### config.mk
export PLATFORM = sky130hd
export DESIGN_NAME = scan_fsm
export DESIGN_NICKNAME = d
export VERILOG_FILES = /design/src/rtl/fsm_scan_pkg.sv /design/src/rtl/fsm_next_logic.sv /design/src/rtl/fsm_out_logic.sv /design/src/rtl/scan_state_reg.sv /design/src/rtl/scan_fsm.sv
export SDC_FILE = /design/constraint.sdc
export NUM_CORES = 1
export LEC_CHECK = 0
export ABC_AREA = 1
export BUFFER_PORTS_ARGS = -buffer_cell sky130_fd_sc_hd__buf_2
export CAP_MARGIN = 20
export CORE_AREA = 4 4 41 43
export DETAILED_ROUTE_END_ITERATION = 16
export DIE_AREA = 0 0 45 47
export PLACE_DENSITY_LB_ADDON = 0.3
export SLEW_MARGIN = 20
export SYNTH_ARGS = -nofsm -noshare
export SYNTH_HDL_FRONTEND = slang
export SYNTH_SLANG_ARGS = --single-unit
export TNS_END_PERCENT = 10
### constraint.sdc
create_clock -name clk -period 1.6 [get_ports clk]
set_clock_uncertainty 0.15 [all_clocks]
set_input_delay 0.32 -clock clk [delete_from_list [all_inputs] [get_ports clk]]
set_output_delay 0.32 -clock clk [all_outputs]
set_load 0.02 [all_outputs]
### src/rtl/fsm_scan_pkg.sv
package fsm_scan_pkg;
  parameter int STATE_W = 2;
  parameter int IN_W    = 2;
  parameter int OUT_W   = 2;
  localparam int MSB    = STATE_W - 1;

  typedef enum logic [STATE_W-1:0] {
    ST_IDLE = 2'b00,
    ST_ARM  = 2'b01,
    ST_RUN  = 2'b10,
    ST_HALT = 2'b11
  } state_t;
endpackage

### src/rtl/fsm_next_logic.sv
module fsm_next_logic
  import fsm_scan_pkg::*;
(
  input  logic [STATE_W-1:0] cur,
  input  logic [IN_W-1:0]    din,
  output logic [STATE_W-1:0] nxt
);
  state_t s;
  always_comb begin
    s = state_t'(cur);
    nxt = cur;
    unique case (s)
      ST_IDLE: if (din[0]) nxt = ST_ARM;
      ST_ARM: begin
        if (din[0])      nxt = ST_RUN;
        else if (din[1]) nxt = ST_IDLE;
      end
      ST_RUN:  if (din[0]) nxt = ST_HALT;
      ST_HALT: if (din[1]) nxt = ST_IDLE;
      default: nxt = ST_IDLE;
    endcase
  end
endmodule

### src/rtl/fsm_out_logic.sv
module fsm_out_logic
  import fsm_scan_pkg::*;
(
  input  logic [STATE_W-1:0] cur,
  input  logic [IN_W-1:0]    din,
  output logic [OUT_W-1:0]   dout
);
  always_comb begin
    dout[0] = (cur == ST_HALT) && din[1];
    dout[1] = cur[1] ^ din[0];
  end
endmodule

### src/rtl/scan_state_reg.sv
module scan_state_reg
  import fsm_scan_pkg::*;
(
  input  logic               clk,
  input  logic               rst_n,
  input  logic               scan_en,
  input  logic               scan_in,
  input  logic [STATE_W-1:0] d_func,
  output logic [STATE_W-1:0] q
);
  for (genvar i = 0; i < STATE_W; i++) begin : g_cell
    logic shift_src;
    if (i == 0) begin : g_head
      assign shift_src = scan_in;
    end else begin : g_link
      assign shift_src = q[i-1];
    end

    always_ff @(posedge clk or negedge rst_n) begin
      if (!rst_n) q[i] <= 1'b0;
      else        q[i] <= scan_en ? shift_src : d_func[i];
    end

    // in scan mode each cell takes its chain predecessor
    if (i > 0) begin : g_chk
      a_r2_chain_link: assert property (@(posedge clk) disable iff (!rst_n)
        scan_en |=> q[i] == $past(q[i-1]));
    end else begin : g_chk0
      a_r2_chain_head: assert property (@(posedge clk) disable iff (!rst_n)
        scan_en |=> q[0] == $past(scan_in));
    end
  end

  // a capture clock loads the functional next state
  a_r8_capture: assert property (@(posedge clk) disable iff (!rst_n)
    !scan_en |=> q == $past(d_func));
endmodule

### src/rtl/scan_fsm.sv
module scan_fsm
  import fsm_scan_pkg::*;
(
  input  logic            clk,
  input  logic            rst_n,
  input  logic            scan_en,
  input  logic            scan_in,
  output logic            scan_out,
  input  logic [IN_W-1:0] din,
  output logic [OUT_W-1:0] dout
);
  logic [STATE_W-1:0] state_q;
  logic [STATE_W-1:0] state_d;

  fsm_next_logic u_next (.cur(state_q), .din(din), .nxt(state_d));
  fsm_out_logic  u_out  (.cur(state_q), .din(din), .dout(dout));
  scan_state_reg u_reg  (
    .clk(clk), .rst_n(rst_n), .scan_en(scan_en), .scan_in(scan_in),
    .d_func(state_d), .q(state_q)
  );

  assign scan_out = state_q[MSB];

  // idle holds without din[0]
  a_r3_idle_hold: assert property (@(posedge clk) disable iff (!rst_n)
    (!scan_en && state_q == ST_IDLE && !din[0]) |=> state_q == ST_IDLE);
  // halt exits to idle on din[1]
  a_r6_halt_exit: assert property (@(posedge clk) disable iff (!rst_n)
    (!scan_en && state_q == ST_HALT && din[1]) |=> state_q == ST_IDLE);
  // run never falls back to a lower state
  a_r5_run_fwd: assert property (@(posedge clk) disable iff (!rst_n)
    (!scan_en && state_q == ST_RUN) |=> state_q[1]);
  // exit pulse only alongside the halt-to-idle transition
  a_r7_pulse_exit: assert property (@(posedge clk) disable iff (!rst_n)
    (!scan_en && dout[0]) |=> state_q == ST_IDLE);
endmodule

==> results.toml, run 1 <==
[layout]
final_nets = 39
fillCellCount = 165
syn2layout_area_growth_pct = 70.2
drive_gt1_share_pct = 41.9
num_antenna_cells = 0
layout.cells.most_common_list = "buf_2, nand2_1, inv_1, clkbuf_4"
multi_input_area_um2 = 68.8
final_area_um2 = 221
final-seq-area_um2 = 50.0
final_common_cell = "buf_2"

[floorplan]
die_w_um = 45
rows = 13
dieArea_um2 = 2120
start_util_pct = 10.0
fp.coreArea_um2 = 1300
die_y_um = 47
ios = 9

[timing]
tightest_slew_ps = 168
max-slew-margin-rel_pct = 88.8
setup_violations = 0
slew_viol_final = 0
fin_crit_ps = 1430
hold_viol = 0
max_freq_ghz = 0.698
period_share_pct = 89.5
setup_tns_ps = 0
rsz0062_at_grt = "false"

[synthesis]
ys_warn_count = 0
synth_top_area_share_pct = 38.5
postSynthCellCount = 19
ys_seq_area_share_pct = 38.5
synth.distinct_cells = 9
synthTopCellsByArea = "dfrtp_1, nand2_1, inv_1, nand3_1, o21ai_2"
synth_area_leader_cell = "dfrtp_1"
ys_ff_latch = 2
synth.cell_area_um2 = 130
synth.avg_cell_area_um2 = 6.85
syn-num-nets = 25

[critical_path]
critical_path.cell_chain = "xor2_1 > buf_2"
cp-end-kind = "primary output"
crit_path_start_kind = "flip-flop"
cp.arrival_ps = 960
worst_path_largest_cell_delay_ps = 410
critPathBufInv = 1
crit_slowest_cell = "dfrtp_1"
crit_fanout = 5
setup.worst_path.class = "flip-flop to primary output"
worstPathRequired_ps = 1130
crit_family = "flip-flops"

[pwr]
p_leak_nw = 0.122
ir_drop_mv = 0.307
p_seq_share_pct = 27.9
power.share.switching_pct = 31.7
p_clk_share_pct = 45.9
comb_power_share_pct = 26.3
p_per_area_nw_per_um2 = 1110
p_int_mw = 0.167
p_switching_mw = 0.0775

[clocking]
clockRootBuffer = "clkbuf_4"
worstSkewPairLatency_ps = 230
path_clk_slew_ps = 30
cts_tree = "done"
ctsResizeCount = 0
cts_sinks = 2
numCtsBuffers = 3
htreeDepth = 1
cts_buffer_depth = 2

[detailed_routing]
dr_total_vias = 155
drc_errors = 0
routedWlPerCell_um = 7.74
vias_per_cell = 3.37
drtAntennaViolNets = 0
drtIter0Drc = 0
wl_um = 356
drt-pass1-iter-count = 1

[global_route]
grt_pass1_wl_um = 579
grt_max_degree = 6
antenna_found_initial = 0
grt_use_total_pct = 4.58
grt_overflow = 0
grt_pass1_vias = 147

[place]
dp_hpwl_um = 280
port_buffers = 8
place_area_um2 = 189
routabilityCongestion = 0.628

[flow_run]
max-cap-violations = 0

[status]
run_status = "completed"

[min_path]
hp-class = "input port to flip-flop"
## worst reg2reg max path: cells and delay by family (launching register included)
family / cells / cell delay (ps)
flops: 1 / 410
simple gates: 3 / 210
buf+inv: 1 / 90
## path summary, 6_finish.rpt
kind,to,slack (ps),from,depth (start not counted)
max in group asynchronous,u_reg.g_cell[1].shift_src,940,rst_n,2
max,dout[1],170,u_reg.q[1],2
min in group asynchronous,u_reg.q[1],260,rst_n,2
min,u_reg.g_cell[1].shift_src,150,scan_in,3
max reg2reg,u_reg.g_cell[1].shift_src,630,u_reg.q[1],4
min reg2reg,u_reg.q[1],420,u_reg.q[1],2
## cell type report
class | instances | share of cell area [%]
Clock buffer | 3 | 10.2
Inverter | 3 | 5.08
Multi-Input combinational cell | 14 | 31.1
Sequential cell | 2 | 22.6
Tap cell | 15 | 8.47
Timing Repair Buffer | 9 | 22.6
## power by group through the flow
stage / clock network (mW) / logic, mW / registers, mW
after floorplan: 0 / 0.0340 / 0.0730
after global placement: 0 / 0.0637 / 0.0692
after detailed placement: 0 / 0.0635 / 0.0690
after CTS: 0.118 / 0.0655 / 0.0685
after global routing: 0.130 / 0.0710 / 0.0706
final: 0.112 / 0.0643 / 0.0683
## cell usage after synthesis
cell,number
nor2_1,1
dfrtp_1,2
a21oi_1,1
xor2_1,1
nor2_2,1
nand3_1,2
o21ai_2,1
nand2_1,7
inv_1,3
## cells by family (layout without fill, tap and decap cells)
kind of cell | count (synthesis) | in the layout | share of synthesized area, %
AOI/OAI and AO/OA | 2 | 2 | 10.6
and+or+nand+nor | 11 | 11 | 35.6
buffers and inverters | 3 | 15 | 8.65
xor gates and xnor gates | 1 | 1 | 6.73
DFF | 2 | 2 | 38.5
## per-layer routing
layer	part of all wire (%)	vias to the layer above	global-route usage (%)
li1	-	83	-
met4	0	0	3.51
met1	43	63	4.10
met5	0	-	0
met2	38	9	5.37
met3	19	0	5.75
## registers in the layout (all words and copies together) (netlist names)
register,count
u_reg.q,1
u_reg.g_cell.shift_src,1
## metrics by stage
stage	setup slack [ps]	std cells	utilization (%)	power, mW	hold slack [ps]
after global placement	398	42	14.5	0.133	-42.7
after detailed placement	388	42	14.5	0.133	-42.4
after global routing	57.3	46	17.0	0.272	171
after CTS	152	46	17.0	0.252	149
after floorplan	245	19	-	0.107	-126
final	168	46	17.0	0.245	148
## what timing repair did
item                                    CTS  global route
endpoints found under the setup margin    0             0
hold buffers                              1             0
endpoints found under the hold margin     2             0
buffers inserted                          0             0
Note: power is estimated with default switching activity, not from simulation.
==> inputs of run 2 (changes only) <==
BUFFER_PORTS_ARGS = -buffer_cell sky130_fd_sc_hd__buf_4   (was -buffer_cell sky130_fd_sc_hd__buf_2)
==> results.toml, run 2 (same netlist as run 1, synthesis figures left out) <==
[floorplan]
dieArea_um2 = 2120
ios = 9
fp.coreArea_um2 = 1300
die_w_um = 45
die_y_um = 47
start_util_pct = 10.0
rows = 13

[timing]
setup_violations = 0
hold_viol = 0
setup_tns_ps = 0
tightest_slew_ps = 180
fin_crit_ps = 1430
period_share_pct = 89.4
max_freq_ghz = 0.699
rsz0062_at_grt = "false"
max-slew-margin-rel_pct = 88.0
slew_viol_final = 0
holdWs_ps = 148

[pwr]
p_leak_nw = 0.128
p_per_area_nw_per_um2 = 1060
ir_drop_mv = 0.348

[status]
run_status = "completed"

[layout]
final_nets = 39
final_common_cell = "buf_4"
num_antenna_cells = 0
layout.cells.most_common_list = "buf_4, nand2_1, inv_1, clkbuf_4"
fillCellCount = 162
drive_gt1_share_pct = 41.9
syn2layout_area_growth_pct = 85.6

[critical_path]
critPathBufInv = 1
cp-end-kind = "primary output"
crit_path_start_kind = "flip-flop"
worst_path_largest_cell_delay_ps = 410
setup.worst_path.class = "flip-flop to primary output"
crit_family = "flip-flops"
critical_path.cell_chain = "xor2_1 > buf_4"
worstPathRequired_ps = 1130
crit_fanout = 5
crit_slowest_cell = "dfrtp_1"
cp.arrival_ps = 960

[detailed_routing]
wl_um = 332
drt-pass1-iter-count = 1
dr_total_vias = 148
drtAntennaViolNets = 0
drc_errors = 0
routedWlPerCell_um = 7.22
drtIter0Drc = 0
vias_per_cell = 3.22

[clocking]
numCtsBuffers = 3
post-cts-setup-buffers = 0
cts_buffer_depth = 2
ctsResizeCount = 0
htreeDepth = 1
cts_tree = "done"
cts-hold-fix-buffers = 1
worstSkewPairLatency_ps = 220
path_clk_slew_ps = 30
cts_sinks = 2
clockRootBuffer = "clkbuf_4"

[global_route]
grt_pass1_vias = 155
grt_max_degree = 6
grt_use_total_pct = 4.42
grt_overflow = 0
antenna_found_initial = 0
grt_pass1_wl_um = 586

[place]
routabilityCongestion = 0.648
port_buffers = 8

[min_path]
hp-class = "input port to flip-flop"

[flow_run]
max-cap-violations = 0
[run 2: changes by cell type in the layout (fill, tap and decap cells not counted)]
cell | previous run | this run
buf_2 | 8 | 0
buf_4 | 0 | 8
[run 2: final cells by class]
class / count / area (um^2) / share of cell area [%]
well taps: 15 / 18.8 / 7.77
repair buffers: 9 / 70.1 / 29.0
flip-flops and latches: 2 / 50.0 / 20.7
inverters: 3 / 11.3 / 4.66
multi-input cells: 14 / 68.8 / 28.5
clock buffers: 3 / 22.5 / 9.33
[run 2: power by group]
group / internal (mW) / leakage, nW / switching (mW) / total (mW)
sequential: 0.0585 / 0.0241 / 0.00960 / 0.0681
combinational: 0.0362 / 0.0901 / 0.0389 / 0.0751
clock: 0.0828 / 0.0138 / 0.0291 / 0.112
[run 2: worst register-to-register path, cell delays in order (launching register included)]
cell	delay, ps
dfrtp_1	410
a21oi_1	200
nand3_1	100
nand2_1	60
[run 2: final timing paths]
kind	slack (ps)	cells past startpoint	startpoint	to
max	170	2	u_reg.q[1]	dout[1]
min	150	3	scan_in	u_reg.g_cell[1].shift_src
max reg2reg	630	3	u_reg.g_cell[1].shift_src	u_reg.g_cell[1].shift_src
min reg2reg	420	2	u_reg.q[1]	u_reg.q[1]
max in group asynchronous	940	2	rst_n	u_reg.g_cell[1].shift_src
min in group asynchronous	270	2	rst_n	u_reg.q[1]
[run 2: layer usage]
layer | vias to the layer above | routed length, um | part of all wire (%) | global-route usage [%]
li1 | 84 | - | - | -
met1 | 55 | 163 | 49 | 4.76
met4 | 0 | 0 | 0 | 1.75
met5 | - | 0 | 0 | 0
met2 | 9 | 107 | 32 | 4.80
met3 | 0 | 60 | 18 | 5.75
[run 2: stage by stage]
step	std cells	total power, mW	util (%)	worst slack [ps]	cell area [um^2]
2_1_floorplan	19	0.107	-	245	130
3_3_place_gp	42	0.143	16.1	398	209
3_5_place_dp	42	0.143	16.1	398	209
4_1_cts	46	0.262	18.6	154	241
5_1_grt	46	0.281	18.6	97.0	241
6_report	46	0.255	18.6	170	241
==> inputs of run 3 (changes only) <==
CORE_AREA = 2 2 39 41   (was 4 4 41 43)
DIE_AREA = 0 0 41 43   (was 0 0 45 47)
==> results.toml, run 3 (same netlist as run 1, synthesis figures left out) <==
[global_route]
antenna_found_initial = 0
grt_pass1_wl_um = 510
grt_pass1_vias = 154
grt_max_degree = 6
grt_overflow = 0
grt_use_total_pct = 5.52

[detailed_routing]
dr_total_vias = 154
wl_um = 320
drc_errors = 0
routedWlPerCell_um = 6.81
drtAntennaViolNets = 0
vias_per_cell = 3.28
drtIter0Drc = 2
drt-pass1-iter-count = 2

[critical_path]
worst_path_largest_cell_delay_ps = 410
crit_fanout = 5
reg2reg_depth = 4
crit_slowest_cell = "dfrtp_1"
rrSetupSlack_ps = 640
cp.arrival_ps = 960
timing.rr.end = "u_reg.g_cell[1].shift_src"
r2r-start = "u_reg.q[1]"
critical_path.cell_chain = "xor2_1 > buf_4"
setup.worst_path.class = "flip-flop to primary output"
cp-end-kind = "primary output"
crit_path_start_kind = "flip-flop"
worstPathRequired_ps = 1130

[pwr]
ir_drop_mv = 0.267
p_per_area_nw_per_um2 = 1040
p_leak_nw = 0.128

[place]
dp_slack_ps = 394
dp_hpwl_um = 263
place_area_um2 = 210
routabilityCongestion = 0.614
port_buffers = 8

[layout]
drive_gt1_share_pct = 41.9
syn2layout_area_growth_pct = 86.5
fillCellCount = 165
num_antenna_cells = 0
final_nets = 39
layout.cells.most_common_list = "buf_4, nand2_1, inv_1, clkbuf_4"
final_common_cell = "buf_4"
final_area_um2 = 243

[floorplan]
rows = 14
ios = 9
dieArea_um2 = 1760
die_y_um = 43
start_util_pct = 9.40
fp.coreArea_um2 = 1380
die_w_um = 41

[min_path]
min_from = "scan_in"
whs_path_depth = 3
hp-class = "input port to flip-flop"
hold_path_end = "u_reg.g_cell[1].shift_src"

[clocking]
clockRootBuffer = "clkbuf_4"
ctsResizeCount = 0
worstSkewPairLatency_ps = 220
cts_tree = "done"
numCtsBuffers = 3
cts_buffer_depth = 2
cts_sinks = 2
htreeDepth = 1
path_clk_slew_ps = 30

[timing]
fin_crit_ps = 1430
holdWs_ps = 154
rsz0062_at_grt = "false"
slew_viol_final = 0
setup_tns_ps = 0
max-slew-margin-rel_pct = 89.2
tightest_slew_ps = 162
setup_violations = 0
max_freq_ghz = 0.697
worst_slack_ps = 165
period_share_pct = 89.7
hold_viol = 0

[status]
run_status = "completed"

[flow_run]
max-cap-violations = 0
-- run 3: layer usage --
metal	track usage, %	vias to the layer above	share of wire [%]
li1	-	83	-
met3	6.28	0	11
met5	0	-	0
met2	6.56	5	50
met1	3.22	66	39
met4	8.00	0	0
-- run 3: final cells by class --
type / instances / area, um^2 / share of cell area (%)
clock buffer: 3 / 22.5 / 9.28
timing repair buffer: 9 / 70.1 / 28.9
multi-input combinational: 14 / 68.8 / 28.4
sequential: 2 / 50.0 / 20.6
inverter: 3 / 11.3 / 4.64
tap: 16 / 20.0 / 8.25
-- run 3: worst max path at each step --
stage               startpoint  endpoint  slack [ps]
CTS                 u_reg.q[1]   dout[1]         150
global route        u_reg.q[1]   dout[1]          90
detailed placement      din[0]   dout[1]         390
finish              u_reg.q[1]   dout[1]         170
floorplan           u_reg.q[1]   dout[1]         250
global placement        din[0]   dout[1]         400
-- run 3: report_power, final --
group          internal [mW]  total (mW)  switching, mW  leakage (nW)
clock network         0.0826       0.110         0.0274        0.0138
registers             0.0585      0.0682        0.00966        0.0241
logic                 0.0362      0.0748         0.0386        0.0901
-- run 3: critical path, delay by kind of cell (launching register included) --
family	cells	cell delay, ps
flops	1	410
xor+xnor	1	170
buf+inv	1	160
-- run 3: repair_timing --
action | 4_1_cts | 5_1_grt
endpoints found under the setup margin | 0 | 0
endpoints found under the hold margin | 2 | 0
hold buffers | 1 | 0
buffers inserted | 0 | 0
-- run 3: metrics by stage --
stage | std cells | utilization, % | power, mW
floorplan | 19 | - | 0.107
global placement | 43 | 15.2 | 0.144
detailed placement | 43 | 15.2 | 0.143
CTS | 47 | 17.5 | 0.263
global route | 47 | 17.5 | 0.276
finish | 47 | 17.5 | 0.253
